$ cat src/rtl/statsel_pkg.sv
package statsel_pkg;

   // Width of the select, capability and domain fields
   localparam int SEL_W = 8;

   // Register byte offsets
   localparam int OFS_SEL  = 'h0;
   localparam int OFS_CAP  = 'h4;
   localparam int OFS_STAT = 'h8;
   localparam int OFS_DOM  = 'hC;

   typedef enum logic [2:0] {
      ACC_NONE,
      ACC_SEL,
      ACC_CAP,
      ACC_STAT,
      ACC_DOM
   } acc_e;

   function automatic int idx_width(int n);
      return (n > 1) ? $clog2(n) : 1;
   endfunction

endpackage

$ cat src/rtl/statsel_mask.sv
module statsel_mask #(
   parameter int N = 8
) (
   input  logic         clk_i,
   input  logic         rst_ni,
   input  logic         wr_i,
   input  logic [N-1:0] wval_i,
   output logic [N-1:0] mask_o
);

   always_ff @(posedge clk_i or negedge rst_ni) begin
      if (!rst_ni)   mask_o <= '1;
      else if (wr_i) mask_o <= wval_i;
   end

   // after any write the stored mask equals the implemented part of the write
   AST_MASK_LOAD: assert property (@(posedge clk_i) disable iff (!rst_ni)
      wr_i |=> mask_o == $past(wval_i));

endmodule

$ cat src/rtl/statsel_pick.sv
module statsel_pick
   import statsel_pkg::*;
#(
   parameter int N     = 8,
   localparam int IDXW = idx_width(N)
) (
   input  logic [N-1:0]  mask_i,
   input  logic [IDXW:0] from_i,
   output logic [IDXW-1:0] idx_o,
   output logic          hit_o
);

   logic [IDXW-1:0] lo_idx, up_idx;
   logic            lo_any, up_any;

   // Scan downward so the last match kept is the lowest index
   always_comb begin
      lo_idx = '0;
      up_idx = '0;
      lo_any = 1'b0;
      up_any = 1'b0;
      for (int i = N - 1; i >= 0; i--) begin
         if (mask_i[i]) begin
            lo_idx = IDXW'(i);
            lo_any = 1'b1;
            if ((IDXW + 1)'(i) >= from_i) begin
               up_idx = IDXW'(i);
               up_any = 1'b1;
            end
         end
      end
   end

   assign idx_o = up_any ? up_idx : lo_idx;
   assign hit_o = lo_any;

endmodule

$ cat src/rtl/statsel_ptr.sv
module statsel_ptr #(
   parameter int IDXW = 3
) (
   input  logic            clk_i,
   input  logic            rst_ni,
   input  logic            load_i,
   input  logic [IDXW-1:0] load_idx_i,
   input  logic            adv_i,
   input  logic [IDXW-1:0] adv_idx_i,
   output logic [IDXW-1:0] ptr_o
);

   always_ff @(posedge clk_i or negedge rst_ni) begin
      if (!rst_ni)     ptr_o <= '0;
      else if (load_i) ptr_o <= load_idx_i;
      else if (adv_i)  ptr_o <= adv_idx_i;
   end

   AST_PTR_IDLE: assert property (@(posedge clk_i) disable iff (!rst_ni)
      (!load_i && !adv_i) |=> $stable(ptr_o));

endmodule

$ cat src/rtl/statsel_reader.sv
module statsel_reader
   import statsel_pkg::*;
#(
   parameter int NUM_WORDS = 8,
   parameter int DATA_W    = 32,
   parameter int ADDR_W    = 4
) (
   input  logic                        clk_i,
   input  logic                        rst_ni,
   input  logic                        req_i,
   input  logic                        we_i,
   input  logic [ADDR_W-1:0]           addr_i,
   input  logic [DATA_W-1:0]           wdata_i,
   input  logic [NUM_WORDS*DATA_W-1:0] stat_words_i,
   output logic [DATA_W-1:0]           rdata_o,
   output logic                        rvalid_o
);

   localparam int IDXW    = idx_width(NUM_WORDS);
   localparam int CAP_VAL = NUM_WORDS - 1;

   // Elaboration checks
   if (NUM_WORDS < 1 || NUM_WORDS > SEL_W) begin : g_bad_words
      $error("statsel_reader: NUM_WORDS must be 1..%0d", SEL_W);
   end
   if (DATA_W < SEL_W + 1) begin : g_bad_data
      $error("statsel_reader: DATA_W too small");
   end
   if (ADDR_W < 4) begin : g_bad_addr
      $error("statsel_reader: ADDR_W must be at least 4");
   end

   // Address decode
   acc_e acc;
   always_comb begin
      acc = ACC_NONE;
      if (addr_i == ADDR_W'(OFS_SEL))       acc = ACC_SEL;
      else if (addr_i == ADDR_W'(OFS_CAP))  acc = ACC_CAP;
      else if (addr_i == ADDR_W'(OFS_STAT)) acc = ACC_STAT;
      else if (addr_i == ADDR_W'(OFS_DOM))  acc = ACC_DOM;
   end

   logic rd_req, sel_wr, stat_rd;
   assign rd_req  = req_i && !we_i;
   assign sel_wr  = req_i && we_i && (acc == ACC_SEL);
   assign stat_rd = rd_req && (acc == ACC_STAT);

   // Only implemented bits of the write data reach the mask
   logic [NUM_WORDS-1:0] sel_wval;
   logic                 unused_wbits;
   assign sel_wval     = wdata_i[NUM_WORDS-1:0];
   assign unused_wbits = ^wdata_i[DATA_W-1:NUM_WORDS];

   logic [NUM_WORDS-1:0] mask;
   statsel_mask #(.N(NUM_WORDS)) u_mask (
      .clk_i  (clk_i),
      .rst_ni (rst_ni),
      .wr_i   (sel_wr),
      .wval_i (sel_wval),
      .mask_o (mask)
   );

   logic [IDXW-1:0] ptr;
   logic [IDXW-1:0] first_idx, next_idx;
   logic            first_hit, mask_hit;

   // Lowest bit of the incoming mask value
   statsel_pick #(.N(NUM_WORDS)) u_pick_first (
      .mask_i (sel_wval),
      .from_i ('0),
      .idx_o  (first_idx),
      .hit_o  (first_hit)
   );

   // Next selected bit above the pointer, wrapping to the lowest
   statsel_pick #(.N(NUM_WORDS)) u_pick_next (
      .mask_i (mask),
      .from_i ({1'b0, ptr} + (IDXW + 1)'(1)),
      .idx_o  (next_idx),
      .hit_o  (mask_hit)
   );

   logic unused_first_hit;
   assign unused_first_hit = first_hit;

   statsel_ptr #(.IDXW(IDXW)) u_ptr (
      .clk_i      (clk_i),
      .rst_ni     (rst_ni),
      .load_i     (sel_wr),
      .load_idx_i (first_idx),
      .adv_i      (stat_rd && mask_hit),
      .adv_idx_i  (next_idx),
      .ptr_o      (ptr)
   );

   // Word at the pointer
   logic [DATA_W-1:0] cur_word;
   always_comb begin
      cur_word = '0;
      for (int i = 0; i < NUM_WORDS; i++) begin
         if (ptr == IDXW'(i)) cur_word = stat_words_i[i*DATA_W +: DATA_W];
      end
   end

   // Read mux
   logic [DATA_W-1:0] rd_val;
   always_comb begin
      unique case (acc)
         ACC_SEL:  rd_val = DATA_W'(mask);
         ACC_CAP:  rd_val = DATA_W'(CAP_VAL);
         ACC_STAT: rd_val = mask_hit ? cur_word : '0;
         default:  rd_val = '0;
      endcase
   end

   always_ff @(posedge clk_i or negedge rst_ni) begin
      if (!rst_ni) begin
         rdata_o  <= '0;
         rvalid_o <= 1'b0;
      end else begin
         rvalid_o <= rd_req;
         if (rd_req) rdata_o <= rd_val;
      end
   end

   // Checks
   AST_PTR_ON_SEL: assert property (@(posedge clk_i) disable iff (!rst_ni)
      (|mask) |-> mask[ptr]);

   AST_STEP_AWAY: assert property (@(posedge clk_i) disable iff (!rst_ni)
      (stat_rd && $countones(mask) > 1) |=> ptr != $past(ptr));

   AST_EMPTY_HOLD: assert property (@(posedge clk_i) disable iff (!rst_ni)
      (stat_rd && mask == '0) |=> ($stable(ptr) && rdata_o == '0));

   AST_CAP_VALUE: assert property (@(posedge clk_i) disable iff (!rst_ni)
      (rd_req && acc == ACC_CAP) |=> rdata_o == DATA_W'(CAP_VAL));

   AST_DOM_ZERO: assert property (@(posedge clk_i) disable iff (!rst_ni)
      (rd_req && acc == ACC_DOM) |=> rdata_o == '0);

   AST_SEL_UPPER: assert property (@(posedge clk_i) disable iff (!rst_ni)
      (rd_req && acc == ACC_SEL) |=> rdata_o[DATA_W-1:SEL_W] == '0);

   AST_READ_VALID: assert property (@(posedge clk_i) disable iff (!rst_ni)
      rd_req |=> rvalid_o);

   AST_WRITE_QUIET: assert property (@(posedge clk_i) disable iff (!rst_ni)
      (req_i && we_i) |=> !rvalid_o);

   AST_UNMAPPED_ZERO: assert property (@(posedge clk_i) disable iff (!rst_ni)
      (rd_req && acc == ACC_NONE) |=> rdata_o == '0);

endmodule

$ cat config.mk
export PLATFORM = sky130hd
export DESIGN_NAME = statsel_reader
export DESIGN_NICKNAME = d
export VERILOG_FILES = /design/src/rtl/statsel_pkg.sv /design/src/rtl/statsel_mask.sv /design/src/rtl/statsel_pick.sv /design/src/rtl/statsel_ptr.sv /design/src/rtl/statsel_reader.sv
export SDC_FILE = /design/constraint.sdc
export NUM_CORES = 1
export LEC_CHECK = 0
export BUFFER_PORTS_ARGS = -buffer_cell sky130_fd_sc_hd__clkbuf_2
export CORE_AREA = 5 5 124 126
export DETAILED_ROUTE_END_ITERATION = 12
export DIE_AREA = 0 0 129 131
export GPL_TIMING_DRIVEN = 1
export PLACE_DENSITY = 0.67
export SLEW_MARGIN = 20
export SYNTH_ARGS = -nofsm -noshare
export SYNTH_HDL_FRONTEND = slang
export SYNTH_SLANG_ARGS = --single-unit
$ cat constraint.sdc
create_clock -name clk_i -period 3.4 [get_ports clk_i]
set_input_delay 0.17 -clock clk_i [delete_from_list [all_inputs] [get_ports clk_i]]
set_output_delay 0.17 -clock clk_i [all_outputs]
set_load 0.03 [all_outputs]
== Word level (Yosys, flattened, before mapping) ==
Cells that the tools add are included.
Widths: inputs -> output; s select.

* Reduce and logical (&&, ||, !) cells: 9
* $lt $le $gt $ge: 8
* Multiplexer cells: 73
* $add $sub $neg: 1
* Equality and inequality tests: 13

{| class="wikitable"
|+ Operator list
! kind !! count
|-
| $mux 32 || 9
|-
| $mux 3 || 39
|-
| $pmux 32 s3 || 1
|-
| $mux 1 || 24
|-
| $ge 3x4->1 const A || 4
|-
| $eq 3x2->1 const B || 4
|-
| $eq 3x3->1 const B || 4
|-
| $eq 4x4->1 const B || 2
|-
| $ge 1x4->1 const A || 2
|-
| $ge 2x4->1 const A || 2
|-
| $eq 3x1->1 const B || 2
|-
| $logic_and 1x1->1 || 5
|-
| $add 3x1->4 const B || 1
|-
| $eq 4x3->1 const B || 1
|-
| $logic_not 4->1 || 1
|-
| $logic_not 3->1 || 1
|-
| $reduce_bool 2->1 || 1
|-
| $logic_not 1->1 || 1
|}

* Output and inout port bits: 33
* Logic and storage cells: 108
* Register bits after elaboration: 44

== Depth between registers and ports, before layout ==
* Depth after elaboration: 21
* Mapped depth: 10
* Depth with buffers taken out: 7

== Hierarchy ==
Synthesis repeated with hierarchy kept, for this count alone.

* Cell total of the unflattened synthesis: 716
* Area total of the unflattened synthesis: 5176.2 µm²

{| class="wikitable"
|+ By module, submodules not included
! module !! area an instance (µm²) !! times used !! cells each
|-
| statsel_reader || 4195.3 || 1 || 603
|-
| statsel_pick || 254.0 || 2 || 42
|-
| statsel_mask || 341.6 || 1 || 17
|-
| statsel_ptr || 131.4 || 1 || 12
|}

== Least setup slack after synthesis ==
No wires, ideal clock.

* Kind: register to register
* From: register u_ptr.ptr_o[2]
* To: register rdata_o[20]
* Cell stages (with the launch flop): 10
* Arrival: 2015 ps
* Setup slack: 1293 ps
* Clock period less this slack: 2107 ps
* Cell sequence: dfrtp_1 -> clkbuf_1 -> inv_1 -> ha_1 -> or2_1 -> clkbuf_1 -> clkbuf_1 -> o311ai_0 -> a22oi_1 -> o221ai_1

* Longest elaborated chain between the ends: 11
* Elaborated cells on any way between the ends: 18

{| class="wikitable"
|+ Ends and longest elaborated chain
! what !! line !! source
|-
| start, declared || statsel_ptr.sv:10 || <nowiki>output logic [IDXW-1:0] ptr_o</nowiki>
|-
| start signal, assigned || statsel_ptr.sv:15 || <nowiki>else if (load_i) ptr_o <= load_idx_i;</nowiki>
|-
| start signal, assigned || statsel_ptr.sv:16 || <nowiki>else if (adv_i) ptr_o <= adv_idx_i;</nowiki>
|-
| $logic_not 3->1 || statsel_reader.sv:101 || <nowiki>if (ptr == IDXW'(i)) cur_word = stat_words_i[i*DATA_W +: DATA_W];</nowiki>
|-
| $mux 32 (7 in a row) || statsel_reader.sv:101 ||
|-
| $mux 32 (*) || statsel_reader.sv:101 ||
|-
| $mux 32 (*) || statsel_reader.sv:111 || <nowiki>ACC_STAT: rd_val = mask_hit ? cur_word : '0;</nowiki>
|-
| $pmux 32 s3 (*) || statsel_reader.sv:108 || <nowiki>unique case (acc)</nowiki>
|-
| end signal, assigned || statsel_reader.sv:122 || <nowiki>if (rd_req) rdata_o <= rd_val;</nowiki>
|-
| end, declared || statsel_reader.sv:15 || <nowiki>output logic [DATA_W-1:0] rdata_o,</nowiki>
|}

Every way passes the cells marked *; elsewhere a longest branch is shown, timed or not.
A chain may end at the register's enable or synchronous reset.

== Worst setup path in the final report ==
* From: register u_ptr.ptr_o[0]
* To: register rdata_o[8]

The elaborated chain is that of the path after synthesis.

==> flow_metrics.py <==
metrics = {
    "run_status": {
        "status": "complete, no violations",
    },
    "setup_path": {
        "cp_num_cells": 7,
        "critPathLaunch": "u_ptr.ptr_o[0]",
        "worst_ep_arrival_time_ns": 3.00,
        "worst-path-max-fanout": 14,
        "r2r-start": "u_ptr.ptr_o[0]",
        "end_kind": "flip-flop",
        "r2r_end": "rdata_o[8]",
        "cp_slowest_cell": "o311ai_0",
        "critical_path_buf_inv_count": 1,
        "startpoint_type": "flip-flop",
        "critical-path-max-stage-delay_ns": 0.65,
        "path_cells": "ha_1 -> ha_2 -> or2_1 -> buf_4 -> o311ai_0 -> a221oi_1 -> o21ai_0",
        "path_class": "reg2reg",
        "reg2reg_depth": 7,
        "crit_end": "rdata_o[8]",
        "r2r_slack_ns": 0.60,
        "critPathTopFamily": "compound AO/OA/AOI/OAI gates",
        "crit_required_ns": 3.60,
    },
    "die": {
        "start_util_pct": 30.2,
        "die_x_um": 129,
        "die-area_sq_mm": 0.0169,
        "io_pins": 329,
        "fp.dieH_um": 131,
        "core-area_sq_mm": 0.0142,
        "fp-row-count": 44,
    },
    "synthesis": {
        "yosysSeqAreaShare_pct": 25.9,
        "syn_area_sq_mm": 0.00430,
        "ys_types": 47,
        "synth_ff_type": "dfrtp_1",
        "synth-simple-area-share_pct": 20.3,
        "yosys-top-cells-area": "dfrtp_1 (21%), a221oi_1 (11%), nor2_1 (8.0%), o21ai_0 (6.2%), a22oi_2 (5.8%)",
        "ys_ff_latch": 44,
        "muxShareOfSynthArea_pct": 0,
        "synth_top_area_cell": "dfrtp_1",
        "syn_avg_cell_area_sq_um": 7.42,
        "yosysWarnings": 0,
        "synth_cells": 579,
        "synthDominantCellAreaShare_pct": 21.0,
        "synth_top_family_by_area": "compound AO/OA/AOI/OAI gates",
        "synth_adder_area_share_pct": 2.33,
        "syn_nets": 883,
        "synth-xor-area-share_pct": 0,
        "synth-async-reset-ratio_pct": 100,
        "synth_edf_count": 0,
        "synth-compound-area-share_pct": 44.1,
    },
    "global_route": {
        "grtUsageMet2_pct": 37.3,
        "busiest_layer": "met2",
        "antenna_found_initial": 0,
        "met1_usage_pct": 31.6,
        "gr-usage-met3_pct": 4.35,
        "first_global_vias": 5348,
        "grt_pass1_wl_um": 30200,
        "track_usage_pct": 23.0,
        "grt_overflow": 0,
        "grt_max_degree": 53,
    },
    "sta": {
        "slew_violations": 0,
        "slew_headroom_pct": 38.3,
        "fin_crit_ns": 2.80,
        "max_freq_mhz": 357,
        "setup_ws_ns": 0.599,
        "fin_skew_ns": 0.00388,
        "setup_tns_ns": 0,
        "tightest_slew_ns": 0.925,
        "min_period_over_period_pct": 82.4,
        "setup_viol": 0,
        "report.final.hold_viol_count": 0,
        "rsz0062_at_grt": "false",
    },
    "cells_and_area": {
        "areaGrowthSynthToFinish_pct": 42.3,
        "layout_commonest_cell": "clkbuf_2",
        "diodes": 0,
        "drive_above_1_share_pct": 43.5,
        "final_cell_mix": "clkbuf_2 (304), nor2_1 (91), nand2_1 (65)",
        "num-nets-final": 1153,
    },
    "placed_design": {
        "io_buffers": 304,
        "dpl_worst_slack_ns": 0.675,
        "gp_congestion": 0.943,
        "post-dp-hpwl_um": 16400,
    },
    "detailed_routing": {
        "drt_iter0_markers": 373,
        "vias": 5819,
        "drc_errors": 0,
        "drt-wirelength-per-cell_um": 20.4,
        "vias_per_cell": 5.63,
        "firstDrtPassIters": 5,
        "antenna_left": 0,
        "routed_wl_um": 21100,
    },
    "cts": {
        "clock_latency_ns": 0.29,
        "cts_made_buffers": 5,
        "path_clk_slew_ns": 0.06,
        "clock_path_buffers": 2,
        "clockRootBuffer": "clkbuf_16",
        "post-cts-setup-buffer-count": 0,
        "cts_tree": "yes",
        "cts.sink_count": 44,
        "cts_max_level": 2,
    },
    "worst_hold_path": {
        "min_path_type": "in2reg",
    },
    "power": {
        "ir_worst_vdd_mv": 0.280,
        "powerDensity_mw_per_mm2": 606,
        "leakage_nw": 2.85,
    },
    "job": {
        "cap_violations": 0,
    },
}
sequential cells by signal, indices dropped and copies added, names as in the netlist:
signal,flops
rdata_o,32
rvalid_o,1
u_mask.mask_o,8
u_ptr.ptr_o,3
stage by stage:
step | util, % | std cells | hold WS (ns) | power (mW) | area (sq um)
after floorplan | - | 579 | -0.126 | 2.33 | 4300
after global placement | 42.0 | 1025 | 0.258 | 3.20 | 5970
after detailed placement | 42.0 | 1025 | 0.255 | 3.21 | 5970
after CTS | 43.0 | 1034 | 0.0741 | 3.71 | 6110
after global routing | 43.0 | 1034 | 0.0968 | 3.98 | 6110
final | 43.0 | 1034 | 0.0816 | 3.70 | 6110
timing repair:
item,in CTS,in global routing
resized for setup,0,0
endpoints found under the hold margin,18,0
hold buffers,1,0
layer usage:
| layer | up-vias | wire length (um) |
|---|---|---|
| met5 | - | 0 |
| met4 | 0 | 489 |
| met3 | 35 | 1850 |
| met2 | 333 | 10100 |
| met1 | 2708 | 8680 |
| li1 | 2743 | - |
power by group:
part | switching (mW) | total [mW] | internal, mW | leakage [nW]
registers | 0.0926 | 0.696 | 0.604 | 0.577
logic | 1.52 | 2.53 | 1.01 | 2.20
clock network | 0.206 | 0.478 | 0.272 | 0.0679
total | 1.82 | 3.70 | 1.89 | 2.85
logic make-up (layout without fill, tap and decap cells):
group	after synthesis	after routing
compound gates	255	255
fa+ha+maj	8	8
buf+inv	74	345
flops	44	44
simple gates	198	198
worst min-delay path by stage:
stage                from          endpoint  slack (ns)  cells after the start
2_1_floorplan      rst_ni        rdata_o[0]       -0.13                      0
3_3_place_gp       rst_ni        rdata_o[5]        0.26                      1
3_5_place_dp       rst_ni        rdata_o[7]        0.26                      1
4_1_cts        wdata_i[3]  u_mask.mask_o[3]        0.07                      3
5_1_grt        wdata_i[3]  u_mask.mask_o[3]         0.1                      3
6_report       wdata_i[7]  u_mask.mask_o[7]        0.08                      3
synth_stat cells (6+ instances only):
library cell / number
nor2_1: 91
nand2_1: 65
a221oi_1: 55
o21ai_0: 53
clkbuf_1: 47
dfrtp_1: 36
o311ai_0: 27
o21ai_1: 25
a21oi_1: 22
a22oi_2: 20
inv_1: 14
a22oi_1: 11
nand2b_1: 9
a31oi_1: 8
dfstp_2: 8
ha_1: 8
nand3_1: 8
o22ai_1: 8
buf_2: 7
a221o_1: 6
worst reg2reg max path: stages, from the launching register on:
cell	delay [ns]
dfrtp_1	0.45
ha_1	0.26
ha_2	0.18
or2_1	0.47
buf_4	0.32
o311ai_0	0.65
a221oi_1	0.16
o21ai_0	0.22
layout make-up:
class,instances,area [sq um]
Fill cell,1518,8090
Multi-Input combinational cell,461,2880
Timing Repair Buffer,322,1700
Sequential cell,44,1110
Tap cell,184,230
Clock buffer,7,133
Inverter,15,56.3
Clock inverter,1,5.00
(Power assumes the default switching activity.)
